===== src/rtl/spf_pkg.sv =====
package spf_pkg;

  localparam int OP_W   = 4;
  localparam int COND_W = 2;

  typedef enum logic [OP_W-1:0] {
    OPC_INC   = 4'd0,
    OPC_DEC   = 4'd1,
    OPC_ADD   = 4'd2,
    OPC_SUB   = 4'd3,
    OPC_LOGIC = 4'd4,
    OPC_ROT2  = 4'd5,
    OPC_ROT1  = 4'd6,
    OPC_BLOCK = 4'd7,
    OPC_LDIRQ = 4'd8
  } op_class_e;

  typedef enum logic [COND_W-1:0] {
    CND_POS  = 2'd0,
    CND_MIN  = 2'd1,
    CND_ODD  = 2'd2,
    CND_EVEN = 2'd3
  } cond_e;

  typedef struct packed {
    logic sign;
    logic pv;
  } flags_t;

endpackage


===== src/rtl/spf_overflow.sv =====
module spf_overflow
  import spf_pkg::*;
#(
  parameter int DATA_W = 8
) (
  input  logic [OP_W-1:0]   op_class,
  input  logic [DATA_W-1:0] op_a,
  input  logic [DATA_W-1:0] op_b,
  output logic              ovf
);

  localparam int LOW_W = DATA_W - 1;
  localparam logic [DATA_W-1:0] MAX_POS = {1'b0, {LOW_W{1'b1}}};
  localparam logic [DATA_W-1:0] MIN_NEG = {1'b1, {LOW_W{1'b0}}};

  logic [DATA_W-1:0] b_eff;
  logic              c_in;
  logic [LOW_W:0]    low_sum;
  logic [DATA_W:0]   full_sum;
  logic              carry_into_msb;
  logic              carry_out_msb;
  logic              arith_ovf;

  // Subtraction is addition of the inverted operand with a carry in.
  always_comb begin
    if (op_class == OPC_SUB) begin
      b_eff = ~op_b;
      c_in  = 1'b1;
    end else begin
      b_eff = op_b;
      c_in  = 1'b0;
    end
  end

  always_comb begin
    low_sum  = {1'b0, op_a[LOW_W-1:0]} + {1'b0, b_eff[LOW_W-1:0]} + {{LOW_W{1'b0}}, c_in};
    full_sum = {1'b0, op_a} + {1'b0, b_eff} + {{DATA_W{1'b0}}, c_in};
    carry_into_msb = low_sum[LOW_W];
    carry_out_msb  = full_sum[DATA_W];
    arith_ovf      = carry_into_msb ^ carry_out_msb;
  end

  always_comb begin
    unique case (op_class)
      OPC_INC:          ovf = (op_a == MAX_POS);
      OPC_DEC:          ovf = (op_a == MIN_NEG);
      OPC_ADD, OPC_SUB: ovf = arith_ovf;
      default:          ovf = 1'b0;
    endcase
  end

endmodule


===== src/rtl/spf_parity.sv =====
module spf_parity #(
  parameter int DATA_W = 8
) (
  input  logic [DATA_W-1:0] data,
  output logic              even
);

  logic [DATA_W-1:0] chain;

  assign chain[0] = data[0];

  generate
    for (genvar gi = 1; gi < DATA_W; gi++) begin : g_xor
      assign chain[gi] = chain[gi-1] ^ data[gi];
    end
  endgenerate

  assign even = ~chain[DATA_W-1];

endmodule


===== src/rtl/spf_pv_select.sv =====
module spf_pv_select
  import spf_pkg::*;
(
  input  logic [OP_W-1:0] op_class,
  input  logic            ovf,
  input  logic            par_even,
  input  logic            cnt_nz,
  input  logic            int_en,
  output logic            upd,
  output logic            pv_src
);

  always_comb begin
    upd    = 1'b1;
    pv_src = 1'b0;
    unique case (op_class)
      OPC_INC, OPC_DEC,
      OPC_ADD, OPC_SUB:    pv_src = ovf;
      OPC_LOGIC, OPC_ROT2: pv_src = par_even;
      OPC_BLOCK:           pv_src = cnt_nz;
      OPC_LDIRQ:           pv_src = int_en;
      default:             upd    = 1'b0;
    endcase
  end

endmodule


===== src/rtl/spf_cond_eval.sv =====
module spf_cond_eval
  import spf_pkg::*;
(
  input  flags_t            flags,
  input  logic [COND_W-1:0] cond_sel,
  output logic              cond_true
);

  always_comb begin
    unique case (cond_e'(cond_sel))
      CND_POS:  cond_true = ~flags.sign;
      CND_MIN:  cond_true =  flags.sign;
      CND_ODD:  cond_true = ~flags.pv;
      CND_EVEN: cond_true =  flags.pv;
      default:  cond_true = 1'b0;
    endcase
  end

endmodule


===== src/rtl/spf_flag_unit.sv =====
module spf_flag_unit
  import spf_pkg::*;
#(
  parameter int DATA_W = 8,
  parameter int CNT_W  = 16
) (
  input  logic              clk,
  input  logic              rst_n,
  input  logic              flag_we,
  input  logic [3:0]        op_class,
  input  logic [DATA_W-1:0] op_a,
  input  logic [DATA_W-1:0] op_b,
  input  logic [DATA_W-1:0] result,
  input  logic [CNT_W-1:0]  byte_count,
  input  logic              int_en,
  input  logic [1:0]        cond_sel,
  output logic              sign_flag,
  output logic              pv_flag,
  output logic              cond_true
);

  localparam int MSB = DATA_W - 1;

  logic   ovf;
  logic   par_even;
  logic   cnt_nz;
  logic   upd;
  logic   pv_src;
  logic   load_en;
  flags_t flags_q;
  flags_t flags_d;

  spf_overflow #(.DATA_W(DATA_W)) i_ovf (
    .op_class (op_class),
    .op_a     (op_a),
    .op_b     (op_b),
    .ovf      (ovf)
  );

  spf_parity #(.DATA_W(DATA_W)) i_par (
    .data (result),
    .even (par_even)
  );

  assign cnt_nz = |byte_count;

  spf_pv_select i_sel (
    .op_class (op_class),
    .ovf      (ovf),
    .par_even (par_even),
    .cnt_nz   (cnt_nz),
    .int_en   (int_en),
    .upd      (upd),
    .pv_src   (pv_src)
  );

  assign load_en = flag_we & upd;

  always_comb begin
    flags_d = flags_q;
    if (load_en) begin
      flags_d.sign = result[MSB];
      flags_d.pv   = pv_src;
    end
  end

  always_ff @(posedge clk or negedge rst_n) begin
    if (!rst_n) begin
      flags_q <= '0;
    end else begin
      flags_q <= flags_d;
    end
  end

  spf_cond_eval i_cond (
    .flags     (flags_q),
    .cond_sel  (cond_sel),
    .cond_true (cond_true)
  );

  assign sign_flag = flags_q.sign;
  assign pv_flag   = flags_q.pv;

endmodule


===== config.mk =====
export PLATFORM = sky130hd
export DESIGN_NAME = spf_flag_unit
export DESIGN_NICKNAME = d
export VERILOG_FILES = /design/src/rtl/spf_pkg.sv /design/src/rtl/spf_overflow.sv /design/src/rtl/spf_parity.sv /design/src/rtl/spf_pv_select.sv /design/src/rtl/spf_cond_eval.sv /design/src/rtl/spf_flag_unit.sv
export SDC_FILE = /design/constraint.sdc
export NUM_CORES = 1
export LEC_CHECK = 0
export ABC_AREA = 0
export BUFFER_PORTS_ARGS = -buffer_cell sky130_fd_sc_hd__buf_2
export CAP_MARGIN = 10
export CORE_AREA = 2 2 46 43
export DETAILED_ROUTE_END_ITERATION = 10
export DIE_AREA = 0 0 48 45
export PLACE_DENSITY = 0.77
export SYNTH_ARGS = -nofsm -noshare
export SYNTH_HDL_FRONTEND = slang
export SYNTH_SLANG_ARGS = --single-unit

===== constraint.sdc =====
create_clock -name clk -period 1.1 [get_ports clk]
set_input_delay 0.055 -clock clk [delete_from_list [all_inputs] [get_ports clk]]
set_output_delay 0.055 -clock clk [all_outputs]
set_load 0.05 [all_outputs]

==> results of run 1 <==
[placed cells by master (no fill, tap or decap), types with 2 or more instances in the layout]
cell type	n
nor4_1	5
xor2_1	6
ha_1	7
clkbuf_4	3
buf_6	2
o22ai_1	3
a21oi_1	2
nand4b_1	2
nand2_1	3
mux2i_1	2
xnor2_1	7
o21ai_0	2
buf_4	17
buf_2	50
dfrtp_1	2
[area by class of cell]
class	count	area share
Sequential cell	2	0.0473
Inverter	1	0.00355
Clock buffer	3	0.0213
Multi-Input combinational cell	62	0.511
Timing Repair Buffer	70	0.388
Tap cell	24	0.0284
[per-stage QoR]
step / util / setup WS [ns]
after floorplan: - / -0.572
final: 0.635 / -0.551
after global placement: 0.599 / -0.760
after CTS: 0.631 / -0.523
after global routing: 0.635 / -0.633
after detailed placement: 0.599 / -0.820
[how the worst max path moves through the flow]
stage | end | slack [ns] | cells past startpoint
CTS | pv_flag | -0.52 | 9
global route | pv_flag | -0.63 | 9
floorplan | pv_flag | -0.57 | 9
global placement | pv_flag | -0.76 | 9
detailed placement | pv_flag | -0.82 | 9
finish | pv_flag | -0.55 | 9
[worst max-delay path: cells and delay by family]
kind	cells	cell delay [ns]
buf+inv	1	0.09
fa+ha+maj	1	0.26
mux	1	0.17
simple gates	1	0.41
xor+xnor	1	0.18
compound gates	4	0.59
[power by group through the flow]
stage               clock network [mW]  registers (mW)  logic [mW]
floorplan                            0           0.147       0.226
global placement                     0          0.0972       0.485
detailed placement                   0          0.0966       0.497
CTS                              0.175          0.0960       0.525
global route                     0.183          0.0972       0.578
finish                           0.167          0.0960       0.532
[timing repair]
| action | CTS | global route |
|---|---|---|
| endpoints found under the hold margin | 2 | 0 |
| hold buffers | 1 | 0 |
| resized for setup | 5 | 1 |
| pin swaps | 5 | 2 |
| cloned | 0 | 0 |
| setup endpoints to repair | 2 | 2 |
[per-layer routing]
metal  wire length [um]  GRT usage  vias to the layer above
met3                121     0.0440                        6
met4                 48      0.130                        0
met5                  0          0                        -
li1                   -          -                      408
met1                674      0.187                      356
met2                969      0.336                       42
[logic make-up after synthesis]
family                     count (synthesis)  synth area share
adders and majority gates                  7             0.153
buffers and inverters                      2            0.0263
AOI/OAI and AO/OA                         17             0.206
DFF                                        2            0.0875
muxes                                      3            0.0547
and+or+nand+nor                           20             0.243
xor gates and xnor gates                  15             0.230
[state kept, by name (all words and copies together) (netlist names)]
signal,flops
sign_flag,1
pv_flag,1
==> flow_summary.toml, run 1 <==
[power_and_ir_drop]
seqPwrFrac = 0.121
netSwitchingPower_mw = 0.318
leakage_nw = 0.543
p_int_mw = 0.478
clock_power_share = 0.210
ir_drop_mv = 0.560
power_frac_comb = 0.669
p_sw_frac = 0.399
total_power_mw = 0.795
p_per_area_nw_per_um2 = 752

[worst_setup_path]
path_cells = "buf_6, and4bb_4, xor2_1, ha_1, a311o_1, a31oi_1, o31ai_1, mux2i_1, o22ai_1"
cp-start-kind = "input port"
critPathKind = "in -> reg"
worst_setup_path_end_kind = "register"
slowest_stage = "and4bb_4"
critical_path.max_fanout = 7
r2r_cells = 3
reg2reg_setup_slack_ns = -0.03
worstPathRequired_ns = 1.20
cp.arrival_ns = 1.75
r2r-end = "pv_flag"
rr_startpoint = "pv_flag"
max_stage_delay_ns = 0.41
cp-startpoint = "op_class[2]"

[grt]
grt_max_degree = 8
grt_pass1_wl_um = 2860
antenna_found_initial = 0
grt_pass1_vias = 781
overflow = 0
grt_usage = 0.189

[logic_synthesis]
synthFlopType = "dfrtp_1"
synth.most_common_cell = "xor2_1"
async_reset_ff_frac = 1.00
netlist_area_um2 = 572
synth_nets = 123
syn_area_per_cell_um2 = 8.66
synth_top_cell_by_area = "ha_1"
synth_seq_cells = 2
synth_edf_count = 0
syn_inst = 66
seq_area_frac_synth = 0.0875
synth_top_area_frac = 0.153
synthTopCellsByCount = "8 x xor2_1, 7 x ha_1, 7 x xnor2_1, 5 x nor4_1"
synthTopCellsByArea = "ha_1 15%, xor2_1 12%, xnor2_1 11%"
synthDistinctLibCells = 33
ys_warn_count = 0

[cts]
htreeDepth = 1
cts_tree = "yes"
numCtsBuffers = 3
cts_setup_buffers = 0
cts_root_buf = "clkbuf_4"
cts_buffer_depth = 2
clock_sinks = 2
clk_latency_ns = 0.23
clk_transition_reported_paths_ns = 0.03

[sta]
clock_skew_ns = 0
fin_crit_sh = 1.50
finalMaxSlewViolations = 0
fin_ws_ns = -0.551
fin_crit_ns = 1.65
tns_ns = -0.694
rsz0062_at_grt = "true"
slew_headroom = 0.817
holdWs_ns = 0.0888
max_freq_mhz = 606
setup_viol = 2
max_slew.worst_pin.slew_ns = 0.271
hold_violations = 0

[routing]
wl_per_cell_um = 11.2
via_per_inst = 5.01
drtPass1Iterations = 4
routed_wl_um = 1810
route.detailed.drc = 0
antenna_left = 0
first_iter_violations = 22
vias = 812

[layout]
fill_cells = 140
instances_no_fill = 162
fin_nets = 197
seqCellArea_um2 = 50.0
drive_above_1_share = 0.565
antenna_cells = 0
synthToLayoutAreaGrowth_pct = 84.9
multiInputGateArea_um2 = 541
design_area_um2 = 1060

[min_path]
hold_depth = 2
worstHoldEndpoint = "sign_flag"
hold_path_startpoint = "result[7]"
hold_path_class = "in -> reg"

[placement]
placed_cell_area_um2 = 997
place_congestion = 0.767
hpwl_um = 1530
io_buffers = 52
placed_cells = 158

[status]
violations = "setup timing"
status = "finished with violations"

[floorplan]
initial_utilization = 0.344
die_area_um2 = 2160
core_area_um2 = 1660
die_x_um = 48
pin_count = 53
num_rows = 14
die_y_um = 45

[flow_run]
maxCapViolations = 0
Power figures use the tool's default switching activity.
==> run 2: changes to the inputs <==
--- a/config.mk
+++ b/config.mk
@@ -8,10 +8,10 @@
 export ABC_AREA = 0
 export BUFFER_PORTS_ARGS = -buffer_cell sky130_fd_sc_hd__buf_2
 export CAP_MARGIN = 10
-export CORE_AREA = 2 2 46 43
+export CORE_AREA = 2 2 43 45
 export DETAILED_ROUTE_END_ITERATION = 10
-export DIE_AREA = 0 0 48 45
-export PLACE_DENSITY = 0.77
+export DIE_AREA = 0 0 45 47
+export PLACE_DENSITY = 0.78
 export SYNTH_ARGS = -nofsm -noshare
 export SYNTH_HDL_FRONTEND = slang
 export SYNTH_SLANG_ARGS = --single-unit
==> constraint.sdc (replaced) <==
create_clock -name clk -period 1.1 [get_ports clk]
set_input_delay 0.055 -clock clk [delete_from_list [all_inputs] [get_ports clk]]
set_output_delay 0.055 -clock clk [all_outputs]
set_load 0.1 [all_outputs]
==> flow_summary.toml, run 2 (synthesized netlist as in run 1, its figures left out) <==
[placement]
io_buffers = 52
place_congestion = 0.806
placed_cells = 153
hpwl_um = 1710

[layout]
synthToLayoutAreaGrowth_pct = 103
instances_no_fill = 163
fill_cells = 129
fin_nets = 205
layout_commonest_cell = "buf_2"
drive_above_1_share = 0.623
final_cell_mix = "49 x buf_2, 25 x buf_4, 7 x xnor2_1, 6 x ha_1"
antenna_cells = 0

[sta]
max_freq_mhz = 577
max_slew.worst_pin.slew_ns = 0.285
slew_headroom = 0.809
finalMaxSlewViolations = 0
setup_viol = 2
fin_ws_ns = -0.634
fin_crit_ns = 1.73
clock_skew_ns = 0
hold_violations = 0
fin_crit_sh = 1.58
rsz0062_at_grt = "true"

[power_and_ir_drop]
leakage_nw = 0.597
netSwitchingPower_mw = 0.456
ir_drop_mv = 0.714
clock_power_share = 0.169
seqPwrFrac = 0.096
power_frac_comb = 0.735
total_power_mw = 1.03
p_int_mw = 0.577
p_sw_frac = 0.442
p_per_area_nw_per_um2 = 892

[floorplan]
die_area_um2 = 2120
die_x_um = 45
core_area_um2 = 1650
pin_count = 53
initial_utilization = 0.346
num_rows = 15
die_y_um = 47

[worst_setup_path]
worstPathRequired_ns = 1.22
worst_setup_path_end_kind = "register"
critPathKind = "in -> reg"
cp.arrival_ns = 1.85
cp-start-kind = "input port"
critical_path.max_fanout = 5

[grt]
met3_usage = 0.0423
overflow = 0
use_met1 = 0.251
grt_max_degree = 8
grtUsageMet2 = 0.397
busiest_layer = "met2"
grt_pass1_vias = 841
grt_usage = 0.224
grt_pass1_wl_um = 3360
antenna_found_initial = 0

[routing]
routed_wl_um = 2220
vias = 885
drtPass1Iterations = 4
via_per_inst = 5.43
wl_per_cell_um = 13.6
route.detailed.drc = 0
antenna_left = 0
first_iter_violations = 17

[flow_run]
maxCapViolations = 0

[cts]
clk_latency_ns = 0.24
clk_transition_reported_paths_ns = 0.03
cts_buffer_depth = 2
cts_root_buf = "clkbuf_4"
htreeDepth = 1
cts_tree = "yes"
numCtsBuffers = 3
clock_sinks = 2

[status]
status = "finished with violations"
violations = "setup timing"

[min_path]
hold_path_class = "in -> reg"
-- run 2: cell types whose count changed in the layout (fill, tap and decap cells not counted) --
cell,delta
buf_12,+3
buf_2,-1
buf_4,+8
buf_6,-2
dfrtp_1,-2
dfrtp_2,+2
ha_1,-1
ha_2,+1
o21ai_0,-1
o21ai_1,+1
o31ai_1,-1
o31ai_2,+1
xor2_1,-1
xor2_2,+1
-- run 2: per-stage QoR --
| step | util | setup WS (ns) | instance area, um2 | setup TNS (ns) | hold slack (ns) |
|---|---|---|---|---|---|
| after floorplan | - | -0.573 | 593 | -1.12 | -0.241 |
| after global placement | 0.636 | -0.740 | 1050 | -0.849 | -0.156 |
| after detailed placement | 0.636 | -0.886 | 1050 | -1.00 | -0.153 |
| after CTS | 0.683 | -0.584 | 1130 | -0.818 | 0.0926 |
| after global routing | 0.702 | -0.702 | 1160 | -0.965 | 0.107 |
| final | 0.702 | -0.634 | 1160 | -0.854 | 0.0924 |
-- run 2: path summary, 6_finish.rpt --
check / startpoint / to / slack, ns / cells past startpoint
worst max-delay path: op_class[3] / pv_flag / -0.63 / 9
worst min-delay path: result[7] / sign_flag / 0.09 / 2
worst max register to register: pv_flag / pv_flag / -0.03 / 3
worst min register to register: sign_flag / sign_flag / 0.63 / 2
max in group asynchronous: rst_n / sign_flag / 0.82 / 2
min in group asynchronous: rst_n / pv_flag / 0.16 / 2
-- run 2: routing by layer --
layer	wire (um)	share of wire	up-vias
met1	827	0.37	414
met3	147	0.066	7
met2	1190	0.54	42
met5	0	0	-
met4	56	0.025	0
li1	-	-	422
-- run 2: worst max-delay path, stage by stage --
cell and delay, ns:
buf_2 0.11, and4bb_4 0.37, buf_4 0.14, xor2_1 0.07, ha_1 0.32, nand3_1 0.13, o31ai_2 0.32, mux2i_1 0.25
o22ai_1 0.08
-- run 2: cell type report --
type,count,area (um2),share of cell area
Multi-Input combinational cell,62,556,0.479
Sequential cell,2,52.6,0.0454
Tap cell,17,21.3,0.0184
Inverter,1,3.75,0.00324
Clock buffer,3,22.5,0.0194
Timing Repair Buffer,78,503,0.434
-- run 2: power by group through the flow --
stage / clock network (mW) / registers (mW) / logic [mW]
after floorplan: 0 / 0.203 / 0.264
after global placement: 0 / 0.100 / 0.686
after global routing: 0.181 / 0.102 / 0.803
after detailed placement: 0 / 0.101 / 0.703
after CTS: 0.177 / 0.100 / 0.725
final: 0.175 / 0.0997 / 0.759
-- run 2: timing repair --
action | 4_1_cts | 5_1_grt
endpoints found under the setup margin | 2 | 2
gates cloned | 0 | 0
gates resized for setup | 2 | 5
setup buffers | 5 | 1
hold endpoints to repair | 2 | 0
hold buffers | 1 | 0
pin swaps | 10 | 6
